### config.mk
export PLATFORM = sky130hd
export DESIGN_NAME = line_fill_engine
export DESIGN_NICKNAME = d
export VERILOG_FILES = /design/src/rtl/lfe_pkg.sv /design/src/rtl/lfe_addr_gen.sv /design/src/rtl/lfe_line_buf.sv /design/src/rtl/lfe_ctrl.sv /design/src/rtl/line_fill_engine.sv
export SDC_FILE = /design/constraint.sdc
export NUM_CORES = 1
export LEC_CHECK = 0
export ABC_AREA = 1
export BUFFER_PORTS_ARGS = -buffer_cell sky130_fd_sc_hd__buf_2
export CORE_AREA = 3 3 280 282
export DETAILED_ROUTE_END_ITERATION = 7
export DIE_AREA = 0 0 283 285
export SETUP_SLACK_MARGIN = 0.05
export SLEW_MARGIN = 0
export SYNTH_ARGS = -nofsm -noshare
export SYNTH_HDL_FRONTEND = slang
export SYNTH_SLANG_ARGS = --single-unit
### constraint.sdc
create_clock -name clk_i -period 3 [get_ports clk_i]
set_clock_uncertainty 0.1 [all_clocks]
set_input_delay 0.45 -clock clk_i [delete_from_list [all_inputs] [get_ports clk_i]]
set_output_delay 0.45 -clock clk_i [all_outputs]
set_load 0.05 [all_outputs]
### src/rtl/lfe_pkg.sv
package lfe_pkg;
  typedef enum logic [1:0] {
    ST_IDLE = 2'd0,
    ST_ADDR = 2'd1,
    ST_DATA = 2'd2
  } lfe_state_e;

  localparam logic [1:0] BURST_WRAP = 2'b10;
  localparam logic [1:0] RESP_OKAY  = 2'b00;
endpackage

### src/rtl/lfe_addr_gen.sv
module lfe_addr_gen #(
  parameter int ADDR_W   = 32,
  parameter int SIZE_LOG = 3,
  parameter int IDX_W    = 3
) (
  input  logic [ADDR_W-1:0] addr_i,
  output logic [ADDR_W-1:0] aligned_o,
  output logic [IDX_W-1:0]  start_idx_o
);
  assign aligned_o   = {addr_i[ADDR_W-1:SIZE_LOG], {SIZE_LOG{1'b0}}};
  // word index inside the line = first beat's slot
  assign start_idx_o = addr_i[SIZE_LOG +: IDX_W];
endmodule

### src/rtl/lfe_line_buf.sv
module lfe_line_buf #(
  parameter int DATA_W = 64,
  parameter int BEATS  = 8,
  parameter int IDX_W  = 3
) (
  input  logic                    clk_i,
  input  logic                    rst_ni,
  input  logic                    wr_en_i,
  input  logic [IDX_W-1:0]        wr_slot_i,
  input  logic [DATA_W-1:0]       wr_data_i,
  output logic [BEATS*DATA_W-1:0] line_o
);
  logic [BEATS-1:0] wr_vec;

  for (genvar g = 0; g < BEATS; g++) begin : g_slot
    logic [DATA_W-1:0] slot_q;
    assign wr_vec[g] = wr_en_i && (wr_slot_i == IDX_W'(g));
    always_ff @(posedge clk_i or negedge rst_ni) begin
      if (!rst_ni)        slot_q <= '0;
      else if (wr_vec[g]) slot_q <= wr_data_i;
    end
    assign line_o[g*DATA_W +: DATA_W] = slot_q;
  end

  AST_ONE_SLOT_PER_BEAT: assert property (@(posedge clk_i) disable iff (!rst_ni)
    $countones(wr_vec) == (wr_en_i ? 1 : 0));
endmodule

### src/rtl/lfe_ctrl.sv
module lfe_ctrl
  import lfe_pkg::*;
#(
  parameter int ADDR_W = 32,
  parameter int BEATS  = 8,
  parameter int IDX_W  = 3
) (
  input  logic              clk_i,
  input  logic              rst_ni,
  input  logic              req_valid_i,
  output logic              req_ready_o,
  input  logic [ADDR_W-1:0] aligned_i,
  input  logic [IDX_W-1:0]  start_idx_i,
  output logic              ar_valid_o,
  input  logic              ar_ready_i,
  output logic [ADDR_W-1:0] ar_addr_o,
  input  logic              r_valid_i,
  output logic              r_ready_o,
  input  logic [1:0]        r_resp_i,
  input  logic              r_last_i,
  output logic              wr_en_o,
  output logic [IDX_W-1:0]  wr_slot_o,
  output logic              crit_take_o,
  output logic              crit_stb_o,
  output logic              done_o,
  output logic              resp_err_o,
  output logic              proto_err_o,
  output logic              line_valid_o
);
  lfe_state_e        state_q;
  logic [IDX_W-1:0]  start_q, cnt_q;
  logic              first_q, eacc_q, pacc_q;
  logic              accept, beat, beat_bad_resp, beat_bad_last, fin;

  assign req_ready_o = (state_q == ST_IDLE);
  assign ar_valid_o  = (state_q == ST_ADDR);
  assign r_ready_o   = (state_q == ST_DATA);

  assign accept        = req_valid_i && req_ready_o;
  assign beat          = r_valid_i && r_ready_o;
  assign beat_bad_resp = (r_resp_i != RESP_OKAY);
  assign beat_bad_last = r_last_i != (cnt_q == IDX_W'(BEATS-1));
  assign fin           = beat && r_last_i;

  assign wr_en_o     = beat;
  assign wr_slot_o   = start_q + cnt_q; // wraps mod BEATS
  assign crit_take_o = beat && first_q;

  always_ff @(posedge clk_i or negedge rst_ni) begin
    if (!rst_ni) begin
      state_q      <= ST_IDLE;
      ar_addr_o    <= '0;
      start_q      <= '0;
      cnt_q        <= '0;
      first_q      <= 1'b0;
      eacc_q       <= 1'b0;
      pacc_q       <= 1'b0;
      crit_stb_o   <= 1'b0;
      done_o       <= 1'b0;
      resp_err_o   <= 1'b0;
      proto_err_o  <= 1'b0;
      line_valid_o <= 1'b0;
    end else begin
      crit_stb_o <= crit_take_o;
      done_o     <= fin;
      unique case (state_q)
        ST_IDLE: if (accept) begin
          state_q      <= ST_ADDR;
          ar_addr_o    <= aligned_i;
          start_q      <= start_idx_i;
          cnt_q        <= '0;
          first_q      <= 1'b1;
          eacc_q       <= 1'b0;
          pacc_q       <= 1'b0;
          resp_err_o   <= 1'b0;
          proto_err_o  <= 1'b0;
          line_valid_o <= 1'b0;
        end
        ST_ADDR: if (ar_ready_i) state_q <= ST_DATA;
        ST_DATA: if (beat) begin
          cnt_q   <= cnt_q + 1'b1;
          first_q <= 1'b0;
          eacc_q  <= eacc_q | beat_bad_resp;
          pacc_q  <= pacc_q | beat_bad_last;
          if (r_last_i) begin
            state_q      <= ST_IDLE;
            resp_err_o   <= eacc_q | beat_bad_resp;
            proto_err_o  <= pacc_q | beat_bad_last;
            line_valid_o <= !(eacc_q | beat_bad_resp | pacc_q | beat_bad_last);
          end
        end
        default: state_q <= ST_IDLE;
      endcase
    end
  end

  AST_AR_HOLD: assert property (@(posedge clk_i) disable iff (!rst_ni)
    ar_valid_o && !ar_ready_i |=> ar_valid_o && $stable(ar_addr_o));
  AST_READY_WITH_DONE: assert property (@(posedge clk_i) disable iff (!rst_ni)
    done_o |-> req_ready_o && !r_ready_o);
  AST_RREADY_AFTER_AR: assert property (@(posedge clk_i) disable iff (!rst_ni)
    $rose(r_ready_o) |-> $past(ar_valid_o && ar_ready_i));
  AST_DONE_AFTER_LAST: assert property (@(posedge clk_i) disable iff (!rst_ni)
    done_o |-> $past(r_valid_i && r_ready_o && r_last_i));
  AST_CRIT_AFTER_FIRST: assert property (@(posedge clk_i) disable iff (!rst_ni)
    crit_stb_o |-> $past(r_valid_i && r_ready_o));
  AST_CLEAN_VALID: assert property (@(posedge clk_i) disable iff (!rst_ni)
    $rose(line_valid_o) |-> done_o && !resp_err_o && !proto_err_o);
  AST_ERR_BLOCKS_VALID: assert property (@(posedge clk_i) disable iff (!rst_ni)
    resp_err_o |-> !line_valid_o);
endmodule

### src/rtl/line_fill_engine.sv
module line_fill_engine
  import lfe_pkg::*;
#(
  parameter int ADDR_W     = 32,
  parameter int DATA_W     = 64,
  parameter int LINE_BYTES = 64,
  localparam int BUS_BYTES = DATA_W / 8,
  localparam int BEATS     = LINE_BYTES / BUS_BYTES,
  localparam int IDX_W     = $clog2(BEATS),
  localparam int SIZE_LOG  = $clog2(BUS_BYTES)
) (
  input  logic                    clk_i,
  input  logic                    rst_ni,
  input  logic                    req_valid_i,
  output logic                    req_ready_o,
  input  logic [ADDR_W-1:0]       req_addr_i,
  output logic                    ar_valid_o,
  input  logic                    ar_ready_i,
  output logic [ADDR_W-1:0]       ar_addr_o,
  output logic [7:0]              ar_len_o,
  output logic [2:0]              ar_size_o,
  output logic [1:0]              ar_burst_o,
  input  logic                    r_valid_i,
  output logic                    r_ready_o,
  input  logic [DATA_W-1:0]       r_data_i,
  input  logic [1:0]              r_resp_i,
  input  logic                    r_last_i,
  output logic                    crit_valid_o,
  output logic [DATA_W-1:0]       crit_data_o,
  output logic                    done_o,
  output logic                    resp_err_o,
  output logic                    proto_err_o,
  output logic                    line_valid_o,
  output logic [BEATS*DATA_W-1:0] line_data_o
);
  logic [ADDR_W-1:0] aligned;
  logic [IDX_W-1:0]  start_idx, wr_slot;
  logic              wr_en, crit_take;

  assign ar_len_o   = 8'(BEATS - 1);
  assign ar_size_o  = 3'(SIZE_LOG);
  assign ar_burst_o = BURST_WRAP;

  lfe_addr_gen #(.ADDR_W(ADDR_W), .SIZE_LOG(SIZE_LOG), .IDX_W(IDX_W)) u_addr (
    .addr_i      (req_addr_i),
    .aligned_o   (aligned),
    .start_idx_o (start_idx)
  );

  lfe_ctrl #(.ADDR_W(ADDR_W), .BEATS(BEATS), .IDX_W(IDX_W)) u_ctrl (
    .clk_i        (clk_i),
    .rst_ni       (rst_ni),
    .req_valid_i  (req_valid_i),
    .req_ready_o  (req_ready_o),
    .aligned_i    (aligned),
    .start_idx_i  (start_idx),
    .ar_valid_o   (ar_valid_o),
    .ar_ready_i   (ar_ready_i),
    .ar_addr_o    (ar_addr_o),
    .r_valid_i    (r_valid_i),
    .r_ready_o    (r_ready_o),
    .r_resp_i     (r_resp_i),
    .r_last_i     (r_last_i),
    .wr_en_o      (wr_en),
    .wr_slot_o    (wr_slot),
    .crit_take_o  (crit_take),
    .crit_stb_o   (crit_valid_o),
    .done_o       (done_o),
    .resp_err_o   (resp_err_o),
    .proto_err_o  (proto_err_o),
    .line_valid_o (line_valid_o)
  );

  lfe_line_buf #(.DATA_W(DATA_W), .BEATS(BEATS), .IDX_W(IDX_W)) u_buf (
    .clk_i     (clk_i),
    .rst_ni    (rst_ni),
    .wr_en_i   (wr_en),
    .wr_slot_i (wr_slot),
    .wr_data_i (r_data_i),
    .line_o    (line_data_o)
  );

  // critical word bypasses the buffer
  always_ff @(posedge clk_i or negedge rst_ni) begin
    if (!rst_ni)        crit_data_o <= '0;
    else if (crit_take) crit_data_o <= r_data_i;
  end

  AST_CRIT_MATCHES_SLOT: assert property (@(posedge clk_i) disable iff (!rst_ni)
    crit_valid_o |-> crit_data_o == line_data_o[$past(wr_slot)*DATA_W +: DATA_W]);
endmodule

---- Word-level counts from Yosys, hierarchy flattened ----
Cells that the tools add are included.
cells by class
  equality and inequality tests ........... 15
  bitwise logic cells ..................... 4
  mux-type cells .......................... 25
  $lt $le $gt $ge ......................... 0
  shifts and indexed selects .............. 0
  add/sub/neg operators ................... 2
  multiply operators ...................... 0
  div/mod/pow operators ................... 0
  reduce and logical (&&, ||, !) cells .... 21
operator list
  kind                 number
  $eq 3x3->1 const B   5
  $logic_and 1x1->1    12
  $pmux 1 s2           6
  $mux 1               11
  $mux 2               4
  $reduce_and 4->1     2
  $eq 3x2->1 const B   2
  $mux 3               2
  $pmux 2 s3           1
  $pmux 3 s2           1
  $ne 2x1->1 const B   2
  $ne 2x2->1 const B   2
  $or 1x1->1           4
  $reduce_bool 2->1    2
  $add 3x1->3 const B  1
  $add 3x3->3          1
  $eq 3x1->1 const B   1
  $logic_not 3->1      1
  $reduce_and 3->1     1
  $eq 2x1->1 const B   1
  $eq 2x2->1 const B   1
  $logic_not 2->1      1
  $reduce_and 2->1     1
  $logic_not 1->1      1
  $ne 1x1->1           1
word-level totals
  bits in writable memories ............... 0
  register bits after elaboration ......... 621
  word-level logic and storage cells ...... 88
  memories ................................ 0
  bits of input ports ..................... 104
  memory bits (read-only) ................. 0
  bits in latches ......................... 0

---- Logic depth before layout (Yosys ltp) ----
  depth in word-level cells ............... 8
  gate-level depth with buffers ........... 10
  mapped depth without buffers ............ 9

---- Modules after synthesis ----
A second synthesis with hierarchy kept.
second synthesis, totals
  cell total of the unflattened synthesis .. 2815
  area, all modules ....................... 24825.1 um2
modules (own cells, without submodules)
  module            cells an instance  times used  area each (um2)
  lfe_line_buf      2267               1           19966.6
  line_fill_engine  285                1           2551.2
  lfe_ctrl          227                1           2040.7
  lfe_addr_gen      36                 1           266.5

---- Least setup slack after synthesis ----
Ideal clock, no wire load.
  path type ............................... reg2reg
  from .................................... reg u_ctrl.start_q[0]
  to ...................................... reg u_buf.g_slot[4].slot_q[53]
  library setup time ...................... 66 ps
  data arrival time ....................... 2384 ps
  setup slack ............................. 451 ps
  buffers on the path ..................... 2
  period minus slack after synthesis ...... 2549 ps
  data required time ...................... 2834 ps
  cell stages (with the launch flop) ...... 10
  cell sequence ........................... dfrtp_1 -> ha_1 -> inv_1 -> fa_1 -> nand4_1 -> nor2_1 -> buf_2 -> buf_1 -> nand3_1 -> nand2_1
between the ends
  word-level cells in the longest chain between the ends .. 3
ends and longest elaborated chain
  what                    line                text
  from (decl)             lfe_ctrl.sv:31      logic [IDX_W-1:0] start_q, cnt_q;
  from (signal assigned)  lfe_ctrl.sv:70      start_q <= start_idx_i;
  $add 3x3->3             lfe_ctrl.sv:46      assign wr_slot_o = start_q + cnt_q;
  $eq 3x3->1              lfe_line_buf.sv:17  assign wr_vec[g] = wr_en_i && (wr_slot_i == IDX_W'(g));
  $logic_and 1x1->1       lfe_line_buf.sv:17
  to (signal assigned)    lfe_line_buf.sv:20  else if (wr_vec[g]) slot_q <= wr_data_i;
  to (decl)               lfe_line_buf.sv:16  logic [DATA_W-1:0] slot_q;
No other way between the ends.
A chain may end at the register's enable or synchronous reset.

---- Worst setup path after layout ----
  from .................................... reg u_ctrl.start_q[0]
  to ...................................... reg u_buf.g_slot[1].slot_q[49]
between the ends
  word-level cells in the longest chain between the ends .. 3
ends and longest elaborated chain
  what                  line
  $add 3x3->3           lfe_ctrl.sv:46
  $eq 3x1->1            lfe_line_buf.sv:17
  $logic_and 1x1->1     lfe_line_buf.sv:17
  to (signal assigned)  lfe_line_buf.sv:20
  to (decl)             lfe_line_buf.sv:16
No other way between the ends.

==> results.py <==
metrics = {
    "critical_path": {
        "slowest_delay_ps": 520,
        "path_max_fanout": 44,
        "start_kind": "register",
        "crit_type": "register to register",
        "r2r_setup_slack_ps": 320,
        "worstPathArrival_ps": 3100,
        "crit_chain": "ha_1 -> inv_1 -> fa_1 -> inv_1 -> nor2_4 -> buf_12 -> nand2_4 -> buf_4 -> nand2_1 -> nand2_1",
        "required_ps": 3420,
        "end_kind": "register",
        "cp_slowest_cell": "fa_1",
    },
    "power": {
        "switching_share": 0.5367,
        "switchingPower_w": 0.02491,
        "p_leak_nw": 18.76,
        "clock_power_share": 0.189,
        "p_per_area_nw_per_um2": 1450,
        "intPower_w": 0.02151,
        "power_frac_comb": 0.517,
        "ir_worst_vdd_v": 0.0006746,
        "p_seq_frac": 0.294,
    },
    "outcome": {
        "status": "finished clean",
    },
    "logic_synthesis": {
        "synth_xor_area_frac": 0,
        "synth-compound-area-share": 0.003092,
        "ys_types": 20,
        "synth_area_per_cell_sq_um": 8.891,
        "synth-simple-area-share": 0.3103,
        "synth-main-ff-cell": "dfrtp_1",
        "synthAdderAreaFrac": 0.002332,
        "ys_warn_count": 0,
        "synth-edff-count": 0,
        "postSynthCellCount": 2776,
        "yosysSeqAreaShare": 0.6266,
        "ys_async_sr_fraction": 1.000,
        "syn_area_sq_um": 24680,
        "ys_ff_latch": 618,
        "synthMuxAreaShare": 0,
        "synth_top_family_by_area": "simple AND/OR/NAND/NOR gates",
    },
    "drt": {
        "vias_per_cell": 4.863,
        "num_vias": 21920,
        "drt_pass1_iterations": 5,
        "post_drt_wl_per_cell_um": 20.91,
        "drtIter0Drc": 1804,
        "routed_wl_um": 94250,
        "antenna_left": 0,
        "drcViolationCount": 0,
    },
    "global_route": {
        "grt_antenna_before_repair": 2,
        "grt_max_degree": 98,
        "grt-ovfl-total": 0,
        "grt_pass1_wl_um": 141700,
        "grt_pass1_vias": 21720,
        "grt.total_usage": 0.2279,
    },
    "job": {
        "cap_violations": 0,
    },
    "timing": {
        "slew_headroom": 0.4896,
        "rsz0062_at_grt": "false",
        "tightest_slew_ps": 765.6,
        "period_needed_ps": 2677,
        "hold_violations": 0,
        "setup_viol": 0,
        "whs_ps": 66.85,
        "fmax_ghz": 0.3735,
        "finalCritPeriodShare": 0.8924,
        "fin_setup_tns_ps": 0,
        "drv_slew": 0,
    },
    "clock_tree": {
        "tritoncts": "yes",
        "clockRootBuffer": "clkbuf_16",
        "clk_pin_slew_ps": 60,
        "post_cts_resized": 0,
        "postCtsSetupBuffers": 0,
        "clock_sinks": 618,
        "clkLatencyLatePin_ps": 610,
        "numCtsBuffers": 70,
        "clock_path_buffers": 3,
        "cts-htree-levels": 3,
    },
    "cells_and_area": {
        "stdcell_count": 4507,
        "final_common_cell": "nand2_1",
        "diodes": 0,
        "nNetsFinal": 3534,
        "fillers": 7568,
        "mostFrequentLayoutCells": "1321 x nand2_1, 712 x buf_2, 618 x dfrtp_1",
        "area_growth_pct": 29.69,
        "layout-drive-gt1-share": 0.2640,
    },
    "place": {
        "io_buffers": 713,
        "place_inst": 4352,
        "place_congestion": 0.8463,
        "dp_hpwl_um": 61890,
    },
    "worst_hold_path": {
        "holdCritPathClass": "input pin to register",
    },
    "die": {
        "rows": 101,
        "die_area_sq_um": 80660,
        "die_x_um": 283,
        "pin_count": 733,
        "core_area_sq_um": 75950,
        "start_util": 0.3250,
        "die_h_um": 285,
    },
}
-- registers in the layout, summed over array words and instances, names as in the netlist, 2 cells and up --
name and cells:
crit_data_o 64, u_buf.g_slot.slot_q 512, u_ctrl.ar_addr_o 27, u_ctrl.cnt_q 3, u_ctrl.start_q 2, u_ctrl.state_q 2
-- timing repair --
item	in CTS	in global routing
endpoints found under the setup margin	0	0
hold endpoints to repair	85	0
hold buffers	32	0
-- synthesized netlist by cell type, drive strengths merged, types with 2 or more instances --
master / n / share of area
inv: 16 / 0.0024
dfrtp: 618 / 0.63
buf: 148 / 0.038
conb: 2 / 0.00030
nand4: 2 / 0.00051
a21oi: 3 / 0.00061
nand3: 518 / 0.11
nor2: 9 / 0.0014
clkbuf: 112 / 0.017
ha: 3 / 0.0015
nand2: 1332 / 0.20
o21ai: 9 / 0.0018
-- power groups by stage --
stage          Clock, W  Sequential [W]  Combinational (W)
2_1_floorplan         0          0.0255            0.00516
3_3_place_gp          0          0.0136             0.0239
3_5_place_dp          0          0.0137             0.0241
4_1_cts         0.00894          0.0136             0.0241
5_1_grt         0.00931          0.0141             0.0252
6_report        0.00876          0.0137             0.0240
-- logic make-up after synthesis --
family / after synthesis
AOI/OAI and AO/OA: 14
buffers and inverters: 276
DFF: 618
other: 2
adders and majority gates: 4
and+or+nand+nor: 1862
-- layout make-up --
type	count	area, sq um	area share
inverters	16	60.06	0.001876
repair buffers	824	4880	0.1524
clock buffers	100	2057	0.06426
flip-flops and latches	618	15460	0.4831
clock inverters	23	306.5	0.009576
well taps	1030	1289	0.04026
multi-input cells	1896	7954	0.2485
-- path summary, 6_finish.rpt --
check / startpoint / end / cells past startpoint
setup / recovery: u_ctrl.start_q[0] / u_buf.g_slot[1].slot_q[49] / 10
hold / removal: r_data_i[53] / crit_data_o[53] / 3
setup reg to reg: u_ctrl.start_q[0] / u_buf.g_slot[1].slot_q[49] / 10
hold reg to reg: u_buf.g_slot[2].slot_q[25] / u_buf.g_slot[2].slot_q[25] / 2
max in group asynchronous: rst_ni / u_buf.g_slot[0].slot_q[36] / 3
min in group asynchronous: rst_ni / u_ctrl.ar_addr_o[7] / 2
-- layer usage --
layer / global-route usage / share of wire / vias up
li1: - / - / 10010
met3: 0.05268 / 0.077 / 212
met5: 0 / 0 / -
met2: 0.3691 / 0.47 / 966
met1: 0.2923 / 0.41 / 10730
met4: 0.1011 / 0.046 / 0
-- critical path, delay by kind of cell, from the launching register on --
kind                       cells  cell delay, ps
buffers and inverters          4             880
and+or+nand+nor                4             340
DFF                            1             410
adders and majority gates      2             720
-- per-stage QoR --
stage               setup slack (ps)  area [sq um]  total power (W)    util
floorplan                      450.7         24740          0.03067       -
global placement               398.3         29330          0.03753  0.3861
detailed placement             358.7         29330          0.03777  0.3861
CTS                            345.8         32010          0.04668  0.4215
global route                   202.7         32010          0.04858  0.4215
finish                         322.9         32010          0.04642  0.4215
Note: power is estimated with default switching activity, not from simulation.
